File: config.mk
export PLATFORM = sky130hd
export DESIGN_NAME = sram_async_ctrl
export DESIGN_NICKNAME = d
export VERILOG_FILES = /design/src/rtl/sram_async_ctrl.sv
export SDC_FILE = /design/constraint.sdc
export NUM_CORES = 1
export LEC_CHECK = 0
export BUFFER_PORTS_ARGS = -buffer_cell sky130_fd_sc_hd__buf_2
export CAP_MARGIN = 20
export CORE_MARGIN = 2
export CORE_UTILIZATION = 35
export CTS_CLUSTER_SIZE = 20
export DETAILED_ROUTE_END_ITERATION = 12
export PLACE_DENSITY_LB_ADDON = 0.25
export SETUP_SLACK_MARGIN = 0.2
export SLEW_MARGIN = 20
export SYNTH_ARGS = -nofsm -noshare
export SYNTH_HDL_FRONTEND = slang
export SYNTH_SLANG_ARGS = --single-unit
File: constraint.sdc
create_clock -name clk -period 4.75 [get_ports clk]
set_input_delay 0.2375 -clock clk [delete_from_list [all_inputs] [get_ports clk]]
set_output_delay 0.2375 -clock clk [all_outputs]
set_load 0.02 [all_outputs]
File: src/rtl/sram_async_ctrl.sv
module sram_async_ctrl #(
  parameter int ADDR_W   = 18,
  parameter int DATA_W   = 8,
  parameter int RD_CYC   = 2,
  parameter int WR_CYC   = 2,
  parameter int SU_CYC   = 1,
  parameter int TA_CYC   = 1,
  parameter int WAKE_CYC = 2,
  parameter int IDLE_LIM = 16
) (
  input  logic              clk,
  input  logic              rst_n,
  input  logic              req_valid,
  output logic              req_ready,
  input  logic              req_write,
  input  logic [ADDR_W-1:0] req_addr,
  input  logic [DATA_W-1:0] req_wdata,
  output logic              rd_valid,
  output logic [DATA_W-1:0] rd_data,
  output logic [ADDR_W-1:0] mem_addr,
  output logic              mem_ce_n,
  output logic              mem_oe_n,
  output logic              mem_we_n,
  output logic [DATA_W-1:0] mem_dq_o,
  output logic              mem_dq_oe,
  input  logic [DATA_W-1:0] mem_dq_i
);

  localparam int CW = $clog2(RD_CYC + WR_CYC + SU_CYC + TA_CYC + WAKE_CYC + 1) + 1;
  localparam int IW = $clog2(IDLE_LIM + 1) + 1;
  localparam logic [CW-1:0] RD_N   = CW'(RD_CYC - 1);
  localparam logic [CW-1:0] WR_N   = CW'(WR_CYC - 1);
  localparam logic [CW-1:0] SU_N   = CW'(SU_CYC - 1);
  localparam logic [CW-1:0] TA_N   = CW'(TA_CYC - 1);
  localparam logic [CW-1:0] WAKE_N = CW'(WAKE_CYC);
  localparam logic [IW-1:0] IDLE_N = IW'(IDLE_LIM - 1);

  typedef enum logic [2:0] {
    ST_IDLE, ST_RD, ST_TURN, ST_WSET, ST_WPULSE, ST_WHOLD
  } phase_t;

  phase_t          phase;
  logic [CW-1:0]   cnt;
  logic [IW-1:0]   idle_cnt;

  wire             take     = req_valid && req_ready;
  wire             cnt_done = (cnt == '0);
  wire  [CW-1:0]   wake_add = mem_ce_n ? WAKE_N : '0;

  assign req_ready = (phase == ST_IDLE);

  always_ff @(posedge clk) begin
    if (!rst_n) begin
      phase     <= ST_IDLE;
      cnt       <= '0;
      idle_cnt  <= '0;
      mem_addr  <= '0;
      mem_ce_n  <= 1'b1;
      mem_oe_n  <= 1'b1;
      mem_we_n  <= 1'b1;
      mem_dq_o  <= '0;
      mem_dq_oe <= 1'b0;
      rd_valid  <= 1'b0;
      rd_data   <= '0;
    end else begin
      rd_valid <= 1'b0;
      unique case (phase)
        ST_IDLE: begin
          if (take) begin
            mem_addr <= req_addr;
            mem_ce_n <= 1'b0;
            idle_cnt <= '0;
            if (req_write) begin
              phase     <= ST_WSET;
              cnt       <= SU_N + wake_add;
              mem_dq_o  <= req_wdata;
              mem_dq_oe <= 1'b1;
            end else begin
              phase    <= ST_RD;
              cnt      <= RD_N + wake_add;
              mem_oe_n <= 1'b0;
            end
          end else if (!mem_ce_n) begin
            if (idle_cnt == IDLE_N) mem_ce_n <= 1'b1;
            else                    idle_cnt <= idle_cnt + 1'b1;
          end
        end
        ST_RD: begin
          if (cnt_done) begin
            rd_data  <= mem_dq_i;
            rd_valid <= 1'b1;
            mem_oe_n <= 1'b1;
            phase    <= ST_TURN;
            cnt      <= TA_N;
          end else cnt <= cnt - 1'b1;
        end
        ST_TURN: begin
          if (cnt_done) phase <= ST_IDLE;
          else          cnt   <= cnt - 1'b1;
        end
        ST_WSET: begin
          if (cnt_done) begin
            mem_we_n <= 1'b0;
            phase    <= ST_WPULSE;
            cnt      <= WR_N;
          end else cnt <= cnt - 1'b1;
        end
        ST_WPULSE: begin
          if (cnt_done) begin
            mem_we_n <= 1'b1;
            phase    <= ST_WHOLD;
          end else cnt <= cnt - 1'b1;
        end
        ST_WHOLD: begin
          mem_dq_oe <= 1'b0;
          phase     <= ST_IDLE;
        end
        default: phase <= ST_IDLE;
      endcase
    end
  end

  assert_we_oe_high_R4: assert property (@(posedge clk) disable iff (!rst_n)
    !mem_we_n |-> mem_oe_n);

  assert_no_contention_R5: assert property (@(posedge clk) disable iff (!rst_n)
    mem_dq_oe |-> mem_oe_n);

  assert_drive_after_release_R5: assert property (@(posedge clk) disable iff (!rst_n)
    $rose(mem_dq_oe) |-> $past(mem_oe_n));

  assert_we_needs_ce_R10: assert property (@(posedge clk) disable iff (!rst_n)
    !mem_we_n |-> !mem_ce_n);

  assert_rd_pulse_R2: assert property (@(posedge clk) disable iff (!rst_n)
    rd_valid |=> !rd_valid);

  assert_addr_hold_R9: assert property (@(posedge clk) disable iff (!rst_n)
    (!req_ready && $past(!req_ready)) |-> $stable(mem_addr));

  assert_wdata_hold_R3: assert property (@(posedge clk) disable iff (!rst_n)
    (mem_dq_oe && $past(mem_dq_oe)) |-> $stable(mem_dq_o));

  assert_standby_quiet_R7: assert property (@(posedge clk) disable iff (!rst_n)
    mem_ce_n |-> (mem_we_n && mem_oe_n && !mem_dq_oe && req_ready));

  assert_ready_quiet_R6: assert property (@(posedge clk) disable iff (!rst_n)
    req_ready |-> (mem_we_n && mem_oe_n && !mem_dq_oe));

endmodule

# == Word-level counts from Yosys, hierarchy flattened ==
# Cells that the tools add are included.
# totals
output_inout_bits,40
input_bits,38
wordCells,78
ff_bits,53
# op_classes
n_addsub,3
mux,30
eq_ne,16
n_reduce_logical,18
# op_table
cell,count
2-to-1 mux 5 bit,4
case mux 5 bit (4 select lines),1
2-to-1 mux 3 bit,6
2-to-1 mux 6 bit,3
case mux 3 bit (5 select lines),1
AND reduction 3 bit,5
inequality test 2 bit (second input constant),7
2-to-1 mux 1 bit,10
adder 6 x 1 -> 6 bit (second input constant),1
equality test 3 x 2 -> 1 bit (second input constant),2
equality test 3 bit (second input constant),2
equality test 6 x 4 -> 1 bit (second input constant),1
inequality test 2 x 1 -> 1 bit (second input constant),3
case mux 1 bit (2 select lines),3
AND reduction 2 bit,3
nonzero test 2 bit,3
zero test 5 bit,1
AND reduction 5 bit,1
subtractor 5 x 1 -> 5 bit (second input constant),1
2-to-1 mux 2 bit,2
AND reduction 4 bit,1
nonzero test 4 bit,1
adder 1 x 2 -> 3 bit (first input constant),1
equality test 3 x 1 -> 1 bit (second input constant),1
other kinds (3),3

# == Longest topological paths before layout ==
# Gate-level depths: netlist of run 1.
# logic_depth
word_depth,5
mapped_depth,7
ltp_nobuf,6

# == Worst setup path before layout of run 1 ==
# No wires, ideal clock.
# synth_path
kind,reg-to-reg
start,reg cnt[0]
end,reg rd_data[0]
setup_slack_ns,3.017
arrival_ns,1.616
t_required_ns,4.633
stages_incl_launch_ff,8
path_buffers,1
setup_time_ns,0.117
synth_period_minus_slack_ns,1.733
path_cell_list,dfxtp_1 inv_1 ha_1 nor4b_4 nand2_2 o31a_1 buf_2 a22o_1
# synth_between
elab_chain_len,2
# synth_lines
element,line,rtl
start: declaration,43,logic [CW-1:0] cnt;
start signal: assignment,75,cnt <= SU_N + wake_add;
start signal: assignment,80,cnt <= RD_N + wake_add;
start signal: assignment,95,end else cnt <= cnt - 1'b1;
zero test 5 bit,47,wire cnt_done = (cnt == '0);
AND reduction 2 bit (no source line),-,
end signal: assignment,90,rd_data <= mem_dq_i;
end: declaration,19,"output logic [DATA_W-1:0] rd_data,"
# No other way between the ends.
# A chain may end at the register's enable or synchronous reset.

# == Worst setup path in the final report of run 1 ==
# layout_path
start,reg phase[2]
end,reg cnt[2]
# layout_between
elab_chain_len,4
elab_cells_between_ends,12
classes_between,eq/ne: 6; mux: 1; reduce/logical: 5
# layout_lines
element,line,rtl
start: declaration,42,phase_t phase;
start signal: assignment,54,phase <= ST_IDLE;
start signal: assignment,74,phase <= ST_WSET;
start signal: assignment,79,phase <= ST_RD;
equality test 3 bit (tied with other cells),67,unique case (phase)
OR reduction 2 bit (no source line) or logical AND 1 bit (tied branches),-,
inequality test 2 bit (no source line) (tied with other cells),-,
AND reduction 3 bit (no source line),-,
# Several ways; a longest one is shown, not always the timed one.

==> summary.txt, run 1 <==
Timing
  • Hold Vio Cnt, Final: 0
  • Setup Skew: roughly 4.8 ps
  • Slew Viols, Final: 0
  • Final WS setup: 2470 ps
  • Setup_tns: 0 ps
  • Final setup fails: 0
  • Final min period: 2280 ps
  • Period utilization: 0.480
  • Slew HR: 0.491
  • Unrepaired setup endpoints after global routing: no
  • Worst slew pin tran: 764 ps
  • Max Freq: 438 MHz
  • Hold Slack: 136 ps

Clocking
  • Total CTS buffers: 5
  • CTS H-tree depth: 2
  • CTS sink count: 53
  • Clk_lat worst skew: 300 ps
  • Bufs on Longest Clock Path: 2
  • Root Buffer: clkbuf_8
  • Post-CTS sizing: 0
  • Cts hold-fix bufs: 0
  • Post-CTS Setup Repair Bufs: 0
  • CTS tree: yes
  • Reg clk slew, reported paths: roughly 90 ps

Outcome
  • Outcome: finished clean

Logic synthesis
  • Average size of a mapped cell: about 8.6 um^2
  • Post-synth EDFFs: 0
  • Sequential share of the synthesized area: 0.485
  • Syn_nets: 294
  • Synth Flop Type: dfxtp_1
  • Mapped Area: 2190 um^2
  • Cells after synthesis: 254
  • Synthesized flop and latch total: 53
  • Distinct cells, synth: 43
  • Synth warnings: 0
  • Ys async rst share: 0

Cells and area
  • Commonest cells after routing, fill and taps aside: 77 x buf_2, 53 x dfxtp_1, 52 x nand2_1
  • Fill cells: 595
  • Most common cell after layout, fill and taps aside: buf_2
  • Layout area overhead: 26.0%
  • Finished layout cell area: 2760 um^2
  • Antenna Cells: 0
  • Post-layout util: 0.461
  • Share of layout cells above drive strength 1: 0.291
  • Layout Nets: 365

Floorplan
  • Row count: 28
  • Die ar.: just under 7000 um^2
  • Initial Utilization: 0.365
  • Core Area: around 6000 um^2
  • Io pins: 78
  • Die height: 83.1 um
  • Die outline width: around 83 um

GRT
  • Grt ovf: 0
  • GRT Total Usage: 0.156
  • First-pass GRT wire length: about 9000 um
  • Antenna violations before repair: 0
  • Vias in the first global route: ~1,900
  • Largest net degree at the start of global routing: 35

Placement
  • Port buffer count: a little under 80
  • Placement Cell Area: 2620 um^2
  • DPL Wire Length: between 3000 and 4000 um
  • Placer Congestion: 0.746
  • DP Worst Slack: 2490 ps

Setup path
  • CP arrival: around 2500 ps
  • Data required, critical path: between 4000 and 5000 ps
  • Startpoint types: register
  • Crit. End Element: register
  • Reg-to-Reg Start: phase[2]
  • Reg2reg end: cnt[2]
  • Kind of critical path: reg -> reg
  • R2R Setup Slk: 2470 ps
  • R2R cell count: 4
  • Crit-path max FO: 21

Hold path
  • Hold Crit Start: mem_dq_i[0]
  • Worst hold endpoint: rd_data[0]
  • Hold Crit Class: in -> reg
  • WHS Path Cells: 2

Power
  • Part of the power in registers: 0.431
  • Sw frac: 0.366
  • Leak Pwr: 0.00119 uW
  • Clock power share: 0.237
  • P_sw: 491 uW
  • Pint: 851 uW
  • Worst vdd ir: approximately 0.19 mV
  • Pwr per Cell Area: slightly below 500 nW/um^2
  • Combinational fraction of design power: 0.333

Routing
  • Drt pass-1 iters: 5
  • Routed vias: 2,047
  • WL/cell: 13.3 um
  • Drt drc: 0
  • 1st-iter DRT viols: around 70
  • Total Wirelength: 5340 um
  • DR vias/cell: 5.10
  • Antenna viol nets, final: 0

Flow run
  • Max cap viols: 0
## worst max path at each step
stage | slack (ps) | endpoint | from | cells past startpoint
after detailed placement | 2490 | rd_data[5] | rst_n | 4
after floorplan | 3020 | rd_data[0] | cnt[0] | 7
after CTS | 2470 | cnt[2] | phase[2] | 4
after global routing | 2320 | cnt[2] | phase[2] | 4
after global placement | 2500 | rd_data[5] | rst_n | 4
final | 2470 | cnt[2] | phase[2] | 4
## power groups by stage
stage | Combinational (uW) | Clock, uW | Sequential [uW]
floorplan | 282 | 0 | 615
finish | 446 | 318 | 578
CTS | 446 | 325 | 579
global placement | 441 | 0 | 588
detailed placement | 444 | 0 | 588
global route | 494 | 347 | 588
## worst max-delay path: stages, from the launching register on
cell	delay, ps
dfxtp_1	790
or4b_1	720
o211ai_1	240
or2_2	320
mux2i_1	130
## cell usage after synthesis, types with 2 or more instances
cell type,n,share of area
a2111oi_0,2,0.0080
a21oi_1,39,0.089
a22o_1,8,0.032
buf_2,5,0.011
clkbuf_1,9,0.015
dfxtp_1,53,0.48
ha_1,2,0.011
inv_1,8,0.014
nand2_1,52,0.089
nand2b_1,4,0.011
nand3_1,12,0.027
nor2_1,9,0.015
nor3_1,5,0.011
o21ai_0,8,0.018
o2bb2ai_1,2,0.0080
o31a_1,2,0.0080
o31ai_1,3,0.010
or2_2,2,0.0057
or3_1,3,0.0086
or4_1,2,0.0069
or4b_1,2,0.0091
## layout make-up
class                   instances  area (um^2)  area share
clock buffers                   7         86.3      0.0313
clock inverters                 1         30.0      0.0109
inverters                       9         33.8      0.0122
multi-input cells             177         1030       0.375
flip-flops and latches         53         1060       0.385
well taps                      75         93.8      0.0340
repair buffers                 79          420       0.152
## metal layers
layer	GRT usage	vias up	part of all wire
li1	-	1035	-
met1	0.215	944	0.48
met2	0.249	64	0.45
met3	0.0378	4	0.062
met4	0.0358	0	0.0064
met5	0	-	0
## metrics by stage
stage,std cells,power (uW)
after CTS,400,1350
final,401,1340
after floorplan,254,897
after global routing,401,1430
after detailed placement,392,1030
after global placement,392,1030
## kinds of logic after synthesis
| kind of cell | Yosys count | share of synthesized area |
|---|---|---|
| DFF | 53 | 0.485 |
| adders and majority gates | 2 | 0.0114 |
| buffers and inverters | 24 | 0.0474 |
| and+or+nand+nor | 101 | 0.241 |
| AOI/OAI and AO/OA | 72 | 0.206 |
| muxes | 2 | 0.00971 |
## state kept, by name, summed over array words and instances, names as in the netlist, 3 cells and up
signal and cells:
mem_addr 18, mem_dq_o 8, rd_data 8, idle_cnt 6
cnt 5, phase 3
No activity file was read; power rests on OpenSTA's default activity.
==> run 2: changes to the inputs <==
- ABC_AREA: default -> 1
- clock period: 4.75 -> 2.25 ns (I/O delays scaled with it)
==> run 2 against run 1 <==
Setup slack worse by 1900 ps. Core utilization shrank 0.25 points. Largest power group is now combinational logic. Total power is 130% higher. Non-clock buffer count rose by 8. Sequential share of layout area fell by 1.6 points. Register-to-register slack got worse by 1900 ps. Clock power is 85% higher. Count of clock-buffer cells in the layout shrank 1. Largest cell class unchanged.
==> summary.txt, run 2 <==
Outcome
  • Outcome: finished clean

Cells and area
  • Top reg by flops: mem_addr
  • Antenna Cells: 0 (unchanged)
  • Commonest cells after routing, fill and taps aside: 112 x nand2_1, 77 x buf_2, 53 x dfxtp_1
  • Largest regs: mem_addr (18), mem_dq_o (8), rd_data (8)
  • Layout area overhead: 27.7%
  • Fill cells: 657 (+10%)
  • Finished layout cell area: 2880 um^2 (+4.2%)
  • Share of layout cells above drive strength 1: 0.262 (-0.0294)
  • Layout Nets: 436 (+19%)
  • Most common cell after layout, fill and taps aside: nand2_1
  • Max reg flops: 18 (unchanged)
  • Post-layout util: 0.458 (-0.00248)

Floorplan
  • Core Area: 6280 um^2 (+4.8%)
  • Die height: 84.2 um (+1.3%)
  • Initial Utilization: 0.359 (-0.00672)
  • Die ar.: 7090 um^2 (+2.7%)
  • Row count: 29 (+3.6%)
  • Io pins: 78 (unchanged)
  • Die outline width: 84.2 um (+1.3%)

Logic synthesis
  • Syn_nets: 352 (+20%)
  • Synth warnings: 0 (unchanged)
  • Average size of a mapped cell: 7.22 um^2 (-16%)
  • Post-synth EDFFs: 0 (unchanged)
  • Cells after synthesis: 312 (+23%)
  • Ys async rst share: 0 (unchanged)
  • Most instantiated library cell after synthesis: nand2_1
  • Sequential share of the synthesized area: 0.471 (-0.0135)
  • Synth cell count leaders: 112 x nand2_1, 53 x dfxtp_1, 34 x a21oi_1, 26 x nand3_1, 20 x nor2_1
  • Yosys top cell area share: 0.471 (-0.0135)
  • Distinct cells, synth: 25 (-42%)
  • Synth Flop Type: dfxtp_1
  • Mapped Area: 2250 um^2 (+2.9%)
  • Synth top area cells: dfxtp_1 47%, nand2_1 19%, a21oi_1 7.6%
  • Post-synth top area cell: dfxtp_1
  • Synthesized flop and latch total: 53 (unchanged)

Flow run
  • Max cap viols: 0 (unchanged)

Setup path
  • Crit. End Element: register
  • Data required, critical path: 2490 ps (-2500 ps)
  • Crit-path max FO: 27 (+29%)
  • R2R Setup Slk: 620 ps (-1850 ps)
  • CP arrival: 1870 ps (-650 ps)
  • Startpoint types: register
  • Kind of critical path: reg -> reg

Clocking
  • CTS tree: yes
  • CTS H-tree depth: 2 (unchanged)
  • CTS sink count: 53 (unchanged)
  • Total CTS buffers: 5 (unchanged)
  • Post-CTS sizing: 0 (unchanged)
  • Clk_lat worst skew: 310 ps (about the same)
  • Reg clk slew, reported paths: 100 ps (about the same)
  • Bufs on Longest Clock Path: 2 (unchanged)
  • Root Buffer: clkbuf_8

GRT
  • Largest net degree at the start of global routing: 28 (-20%)
  • First-pass GRT wire length: 9100 um (+1.1%)
  • Antenna violations before repair: 0 (unchanged)
  • Grt ovf: 0 (unchanged)
  • Vias in the first global route: 2,048 (+8.2%)
  • GRT Total Usage: 0.154 (-0.00281)

Timing
  • Unrepaired setup endpoints after global routing: no
  • Period utilization: 0.726 (+0.246)
  • Slew HR: 0.748 (+0.257)
  • Worst slew pin tran: 376 ps (-388 ps)
  • Setup_tns: 0 ps (unchanged)
  • Setup Skew: 4.12 ps (-0.633 ps)
  • Slew Viols, Final: 0 (unchanged)
  • Hold Vio Cnt, Final: 0 (unchanged)
  • Max Freq: 612 MHz (+40%)
  • Final min period: 1630 ps (-647 ps)
  • Final setup fails: 0 (unchanged)

Power
  • Pwr per Cell Area: 1070 nW/um^2 (+120%)
  • Leak Pwr: 0.00139 uW (+17%)
  • Worst vdd ir: 0.523 mV (+180%)

Placement
  • DPL Wire Length: 3740 um (+1.7%)
  • Placer Congestion: 0.795 (+6.6%)
  • Placement Cell Area: 2700 um^2 (+3.1%)
  • Port buffer count: 77 (unchanged)

Routing
  • Total Wirelength: 5370 um (+0.69%)
  • Antenna viol nets, final: 0 (unchanged)
  • WL/cell: 11.3 um (-15%)
  • Drt drc: 0 (unchanged)
  • Routed vias: 2,207 (+7.8%)
  • Drt pass-1 iters: 4 (-1)
  • 1st-iter DRT viols: 103 (+45%)
  • DR vias/cell: 4.66 (-8.8%)

Hold path
  • Hold Crit Class: in -> reg
## run 2: cell types whose count changed in the layout (fill, tap and decap cells not counted), sizes merged, moves of 4 or more
cell,change
nand2,+62
nand3,+19
inv,+17
nor2,+14
a22o,-8
dlygate4sd3,+8
nand4,+7
a21oi,-5
nand2b,-4
## run 2: what timing repair did
action / CTS / global route
setup buffers: 0 / 0
endpoints found under the hold margin: 8 / 0
hold buffers: 8 / 0
## run 2: layout make-up
class	count	area, um^2	area share
sequential	53	1060	0.369
timing repair buffer	87	480	0.167
multi-input combinational	224	1040	0.362
inverter	25	96.3	0.0335
clock inverter	2	17.5	0.00609
tap	77	96.3	0.0335
clock buffer	6	82.6	0.0287
## run 2: per-layer routing
metal  GRT usage  share of wire  vias to the layer above  wire length, um
met2       0.260           0.47                       45             2500
li1            -              -                     1174                -
met1       0.193           0.47                      982             2540
met4      0.0484          0.013                        0               72
met5           0              0                        -                0
met3      0.0383          0.047                        6              254
## run 2: worst max-delay path, cell delays in order (launching register included)
cell	delay, ps
dfxtp_1	380
nor2_4	180
nand3_4	270
inv_4	320
nand2_2	180
a211oi_1	220
## run 2: logic make-up after synthesis
kind of cell | synth area share
AOI/OAI and AO/OA | 0.0956
adders and majority gates | 0.0111
buffers and inverters | 0.0667
and+or+nand+nor | 0.352
DFF | 0.471
xor gates and xnor gates | 0.00389
## run 2: where the power goes
part           internal [uW]  switching, uW
Sequential              1110            122
Clock                    256            333
Combinational            410            851
## run 2: final timing paths
kind,end,cells after the start,startpoint
setup reg to reg,mem_dq_oe,5,phase[1]
hold / removal,mem_addr[12],3,req_addr[12]
hold reg to reg,rd_data[0],2,rd_data[0]
setup / recovery,mem_dq_oe,5,phase[1]
## run 2: through the flow
stage / power [uW] / cells / hold slack, ps / worst slack [ps]
after floorplan: 2200 / 312 / 223 / 964
after global placement: 2500 / 458 / 307 / 646
after detailed placement: 2520 / 458 / 311 / 626
after CTS: 3120 / 474 / 22.4 / 584
after global routing: 3340 / 474 / 25.4 / 416
final: 3090 / 474 / 37.8 / 617
